`src/rtl/hs_read_bus.sv`:
```
module hs_read_bus #(
  parameter int W  = 8,
  parameter int CW = 4
) (
  input  logic          clk,
  input  logic          rst_n,
  input  logic          start,
  input  logic [W-1:0]  addr,
  input  logic [CW-1:0] access_wait,
  output logic          busy,
  output logic          done,
  output logic [W-1:0]  rdata,
  output logic [W-1:0]  bus_ad,
  output logic          bus_req,
  output logic          bus_sack,
  output logic          bus_drdy,
  output logic          bus_mack,
  output logic          m_oe,
  output logic          s_oe
);
  localparam int DEPTH = 1 << W;

  typedef enum logic [1:0] {M_IDLE, M_REQ, M_WAITD, M_ACK} mst_t;
  typedef enum logic [2:0] {S_IDLE, S_ACK, S_WAIT, S_DATA, S_FIN} slv_t;

  mst_t          mst;
  slv_t          slv;
  logic [W-1:0]  m_addr, s_addr, s_word;
  logic [CW-1:0] cnt;
  logic [1:0]    req_sy, sack_sy, drdy_sy, mack_sy;
  logic [W-1:0]  mem [DEPTH];

  assign bus_req  = (mst == M_REQ);
  assign m_oe     = (mst == M_REQ);
  assign bus_mack = (mst == M_ACK);
  assign busy     = (mst != M_IDLE);
  assign bus_sack = (slv == S_ACK);
  assign bus_drdy = (slv == S_DATA);
  assign s_oe     = (slv == S_DATA);
  assign bus_ad   = m_oe ? m_addr : (s_oe ? s_word : '0);

  always_ff @(posedge clk) begin
    if (!rst_n) begin
      req_sy  <= '0;
      sack_sy <= '0;
      drdy_sy <= '0;
      mack_sy <= '0;
    end else begin
      req_sy  <= {req_sy[0],  bus_req};
      sack_sy <= {sack_sy[0], bus_sack};
      drdy_sy <= {drdy_sy[0], bus_drdy};
      mack_sy <= {mack_sy[0], bus_mack};
    end
  end

  always_ff @(posedge clk) begin
    if (!rst_n) begin
      mst    <= M_IDLE;
      m_addr <= '0;
      rdata  <= '0;
      done   <= 1'b0;
    end else begin
      done <= 1'b0;
      case (mst)
        M_IDLE:  if (start) begin
                   m_addr <= addr;
                   mst    <= M_REQ;
                 end
        M_REQ:   if (sack_sy[1]) mst <= M_WAITD;
        M_WAITD: if (drdy_sy[1]) begin
                   rdata <= bus_ad;
                   mst   <= M_ACK;
                 end
        M_ACK:   if (!drdy_sy[1]) begin
                   mst  <= M_IDLE;
                   done <= 1'b1;
                 end
        default: mst <= M_IDLE;
      endcase
    end
  end

  always_ff @(posedge clk) begin
    if (!rst_n) begin
      for (int i = 0; i < DEPTH; i++) mem[i] <= W'(i * 37 + 11);
    end
  end

  always_ff @(posedge clk) begin
    if (!rst_n) begin
      slv    <= S_IDLE;
      s_addr <= '0;
      s_word <= '0;
      cnt    <= '0;
    end else begin
      case (slv)
        S_IDLE: if (req_sy[1]) begin
                  s_addr <= bus_ad;
                  slv    <= S_ACK;
                end
        S_ACK:  if (!req_sy[1]) begin
                  cnt <= '0;
                  slv <= S_WAIT;
                end
        S_WAIT: if (cnt == access_wait) begin
                  s_word <= mem[s_addr];
                  slv    <= S_DATA;
                end else begin
                  cnt <= cnt + 1'b1;
                end
        S_DATA: if (mack_sy[1]) slv <= S_FIN;
        S_FIN:  if (!mack_sy[1]) slv <= S_IDLE;
        default: slv <= S_IDLE;
      endcase
    end
  end
endmodule


```
`config.mk`:
```
export PLATFORM = sky130hd
export DESIGN_NAME = hs_read_bus
export DESIGN_NICKNAME = d
export VERILOG_FILES = /design/src/rtl/hs_read_bus.sv
export SDC_FILE = /design/constraint.sdc
export NUM_CORES = 1
export LEC_CHECK = 0
export BUFFER_PORTS_ARGS = -buffer_cell sky130_fd_sc_hd__buf_2
export CORE_MARGIN = 5
export CORE_UTILIZATION = 45
export DETAILED_ROUTE_END_ITERATION = 12
export GPL_TIMING_DRIVEN = 0
export PLACE_DENSITY = 0.62
export SLEW_MARGIN = 20
export SYNTH_ARGS = -nofsm -noshare
export SYNTH_HDL_FRONTEND = slang
export SYNTH_SLANG_ARGS = --single-unit
```
`constraint.sdc`:
```
create_clock -name clk -period 2.5 [get_ports clk]
set_clock_uncertainty 0.1 [all_clocks]
set_input_delay 0 -clock clk [delete_from_list [all_inputs] [get_ports clk]]
set_output_delay 0 -clock clk [all_outputs]
set_load 0.01 [all_outputs]
```
=== Word-level counts from Yosys, hierarchy flattened ===
Memory sizes are Yosys's and may differ from the RTL's. A register that Yosys moved wholly into a read port is not among the register bits.
Index checks and enable logic that the tools add are counted.
Widths: inputs -> output; s select.

* $add $sub $neg: 1
* Multiply operators: 0
* Div/mod/pow operators: 0
* $lt $le $gt $ge: 0
* Eq/ne operators: 18
* Shift-type cells: 0
* Multiplexer cells: 18
* Bitwise logic cells: 0
* Reduce and logical (&&, ||, !) cells: 13

{| class="wikitable"
|+ Operator list
! operator !! count
|-
| $mux 8 || 2
|-
| $ne 2x2->1 const B || 8
|-
| $mux 3 || 5
|-
| $pmux 3 s5 || 1
|-
| $reduce_and 2->1 || 5
|-
| $mux 2 || 4
|-
| $mux 4 || 2
|-
| $pmux 2 s4 || 1
|-
| $pmux 4 s2 || 1
|-
| $eq 3x2->1 const B || 2
|-
| $reduce_and 5->1 || 1
|-
| $add 4x1->4 const B || 1
|-
| $eq 2x2->1 const B || 2
|-
| $eq 4x4->1 || 1
|-
| $ne 2x1->1 const B || 2
|-
| $reduce_and 4->1 || 1
|-
| $reduce_bool 2->1 || 2
|-
| $eq 3x1->1 const B || 1
|-
| $eq 3x3->1 const B || 1
|-
| $logic_not 3->1 || 1
|-
| $reduce_and 3->1 || 1
|-
| $eq 2x1->1 const B || 1
|-
| $logic_not 2->1 || 1
|-
| $mux 1 || 2
|-
| $logic_not 1->1 || 1
|}

* Register bits: 42
* Bits in latches: 0
* Bits in writable memories: 2048
* Memory bits (read-only): 0
* Input bits: 15
* Memories: 1

{| class="wikitable"
|+ Memory list
! name !! words !! bits a word !! read ports !! clocked after Yosys merged registers in !! wr ports !! RTL line !! source
|-
| mem || 256 || 8 || 1 || 1 || 256 || 31 || <nowiki>logic [W-1:0] mem [DEPTH];</nowiki>
|}

=== Logic depth before layout (Yosys ltp) ===
* Word-level depth: 3
* Gate-level depth with buffers: 10
* Depth with buffers taken out: 8

=== Worst setup path before layout ===
No wires, ideal clock.

* Path type: register -> register
* Start point: register s_addr[0]
* End point: register s_word[7], read port of mem
* Library setup time: 0.116 ns
* Arrival time: 2.054 ns
* Required time: 2.284 ns
* Setup slack: 0.230 ns
* Cell stages (with the launch flop): 11
* Buffers on the path: 2
* Cell sequence: dfxtp_1 clkbuf_1 inv_1 ha_1 buf_2 or2b_1 a21oi_1 o2111ai_1 a31oi_1 o32ai_1 a41o_1

{| class="wikitable"
|+ RTL lines
! item !! RTL line !! source
|-
| from (decl) || 28 || <nowiki>logic [W-1:0] m_addr, s_addr, s_word;</nowiki>
|-
| from (signal assigned) || 98 || <nowiki>s_addr <= bus_ad;</nowiki>
|-
| to (decl) || 28 ||
|}

==> impl_metrics.json <==
{
  "root_buffer": "clkbuf_8",
  "syn_to_final_growth_pct": 19.4,
  "avgViaCountPerCell": 5.68,
  "power_switching_mw": 0.990,
  "cp.buffers_inverters": 3,
  "maxSlewViolCount": 0,
  "grt_use_total_pct": 21.6,
  "cts_tree": "yes",
  "synthDistinctLibCells": 53,
  "outcome": "completed",
  "syn_inst": 418,
  "start_util_pct": 46.4,
  "place_hpwl_um": 6620,
  "cpMaxStageDelayCell": "dfxtp_4",
  "hold_path.class": "input port to flop",
  "placement.io_buffers": 37,
  "cp.arrival_ns": 2.53,
  "power_density_nw_per_um2": 654,
  "insertion_delay_ns": 0.30,
  "syn-mean-instance-area_um2": 7.59,
  "seq_area_frac_synth_pct": 31.6,
  "die_area_um2": 8830,
  "gpl.final_weighted_congestion": 0.968,
  "worst_setup_path_end_kind": "flop",
  "pwr-share-comb_pct": 43.9,
  "p_int_mw": 1.49,
  "synth_edf_count": 0,
  "cp.required_ns": 2.60,
  "ys_warn_count": 0,
  "chipWidth_um": 94.0,
  "grt_pass1_wl_um": 15100,
  "grt_max_degree": 15,
  "min_period_over_period_pct": 97.6,
  "syn-num-nets": 447,
  "max_stage_delay_ns": 0.39,
  "grt_pass1_vias": 2991,
  "wl_per_cell_um": 16.2,
  "finalSetupViolCount": 0,
  "fp.dieH_um": 94.0,
  "dr.pass1.iters": 5,
  "core_um2": 6830,
  "cp_top_family": "compound AO/OA/AOI/OAI gates",
  "worstMarginPinSlew_ns": 0.593,
  "path_depth": 10,
  "maxSlewHeadroom_pct": 60.5,
  "ir_drop_mv": 0.799,
  "cp-start-kind": "flop",
  "drt_iter0_drc": 264,
  "grt_setup_unrepaired": "false",
  "hold_viol_final": 0,
  "grt-ovfl-total": 0,
  "pwr-share-clk_pct": 18.4,
  "cts_sinks": 50,
  "r2r_cells": 10,
  "antenna_found_initial": 0,
  "crit_type": "flop to flop",
  "rows": 30,
  "fin_crit_ns": 2.44,
  "max_freq_mhz": 410,
  "switching_share_pct": 40.0,
  "place_inst": 551,
  "p_total_mw": 2.48,
  "p_leak_nw": 1.59,
  "diodes": 0,
  "finalWirelength_um": 9350,
  "maxCapViolCount": 0,
  "ios": 39,
  "path_clk_slew_ns": 0.09,
  "ant_nets": 0,
  "async_reset_ff_share_pct": 0,
  "path_cells": "clkbuf_8 -> clkinvlp_4 -> ha_1 -> buf_4 -> or2b_1 -> a21oi_1 -> o2111ai_1 -> a31oi_2 -> o32ai_2 -> a41o_1",
  "synth-seq-cells": 50,
  "h-tree-depth": 2,
  "cp_max_fo": 10,
  "seqPwrFrac_pct": 37.7,
  "clockBufferDepth": 2,
  "setup_tns_ns": 0,
  "drcViolationCount": 0,
  "whs_ns": 0.0136,
  "cts_buffers": 5,
  "drive_above_1_share_pct": 17.8,
  "layout.cells.non_filler": 578,
  "layout.nets": 511,
  "syn_area_um2": 3170,
  "dr_total_vias": 3282,
  "fin_util_pct": 55.4,
  "ys.flop_type": "dfxtp_1",
  "holdPathStages": 3
}
[layout by cell type (no fill, tap or decap), types with 8 or more instances in the layout]
cell type / Yosys / routed
inv_1: 23 / 21
buf_4: 2 / 13
dfxtp_1: 50 / 48
nand2_1: 39 / 39
o21ai_0: 20 / 20
buf_2: 14 / 49
ha_1: 14 / 14
a21oi_1: 33 / 33
a211oi_1: 25 / 25
nand3_1: 18 / 18
dlygate4sd3_1: 0 / 11
nor2_1: 52 / 52
clkbuf_1: 14 / 12
and3_1: 10 / 10
and2_1: 8 / 8
[power groups by stage]
stage	logic, mW	clock network (mW)	registers (mW)
6_report	1.09	0.455	0.935
5_1_grt	1.20	0.501	0.948
4_1_cts	1.03	0.468	0.935
3_5_place_dp	0.994	0	0.952
3_3_place_gp	0.996	0	0.950
2_1_floorplan	0.742	0	0.934
[final cells by class]
class,count,area (um2)
Clock buffer,6,72.6
Tap cell,96,120
Buffer,33,184
Sequential cell,50,1010
Multi-Input combinational cell,307,1920
Inverter,27,109
Timing Repair Buffer,58,370
Clock inverter,1,7.51
Fill cell,658,3040
[kinds of logic after synthesis]
logic type	after synthesis	synth area share (%)
fa+ha+maj	14	5.52
mux	11	4.34
flops	50	31.6
xor+xnor	9	2.49
compound gates	118	24.1
simple gates	155	23.6
buf+inv	61	8.48
[worst paths after layout]
kind              slack [ns]          to       start
setup / recovery        0.06   s_word[7]   s_addr[0]
hold / removal          0.01   m_addr[0]       start
setup reg to reg        0.06   s_word[7]   s_addr[0]
hold reg to reg         0.34  mack_sy[1]  mack_sy[0]
[registers in the layout, indices dropped and copies added (netlist names)]
| register | cells |
|---|---|
| drdy_sy | 2 |
| s_addr | 8 |
| rdata | 8 |
| slv | 3 |
| sack_sy | 2 |
| mack_sy | 2 |
| done | 1 |
| cnt | 4 |
| m_addr | 8 |
| mst | 2 |
| req_sy | 2 |
| s_word | 8 |
[metrics by stage]
stage	area, um2	setup WS, ns
after floorplan	3170	0.230
after global placement	3480	-0.389
after detailed placement	3480	-0.323
after CTS	3700	0.0193
after global routing	3790	0.0145
final	3790	0.0609
[Yosys cell counts, drive strengths merged (2+ instances only)]
library cell / instances / area (um2)
nor2b: 5 / 31.3
o31ai: 2 / 15.0
a41oi: 2 / 17.5
nor4: 3 / 25.0
a221oi: 2 / 17.5
mux2i: 7 / 70.1
clkinv: 3 / 11.3
a311oi: 2 / 17.5
a21oi: 33 / 165
nand3: 18 / 90.1
xnor2: 2 / 17.5
mux4: 2 / 45.0
buf: 20 / 115
o22ai: 2 / 12.5
a211oi: 25 / 188
nor3b: 2 / 15.0
nand2: 39 / 146
o2111ai: 4 / 35.0
o211ai: 5 / 37.5
a22oi: 2 / 15.0
clkbuf: 14 / 52.6
inv: 24 / 90.1
nor2: 52 / 195
and2: 8 / 50.1
ha: 14 / 175
dfxtp: 50 / 1000
o221ai: 3 / 26.3
mux2: 2 / 22.5
nor3: 2 / 10.0
o21ai: 22 / 110
xor2: 7 / 61.3
a31oi: 6 / 37.5
nand2b: 6 / 37.5
and3: 10 / 62.6
nand4: 5 / 31.3
nand3b: 2 / 15.0
[tightest hold or removal path, cell delays in order]
cell and delay, ns:
clkbuf_1 0.19, nand3_1 0.13, a21oi_1 0.05
[per-layer routing]
layer | global-route usage [%] | wire length [um]
met5 | 0 | 0
met4 | 7.70 | 204
met3 | 3.37 | 663
met2 | 34.4 | 4280
met1 | 29.6 | 4200
[what timing repair did]
action                     CTS  global route
gates resized for setup      8             9
buffers inserted             2             8
hold buffers                11             0
setup endpoints to repair    3            11
gates cloned                 0             0
hold endpoints to repair    12             0
Power figures use the tool's default switching activity.
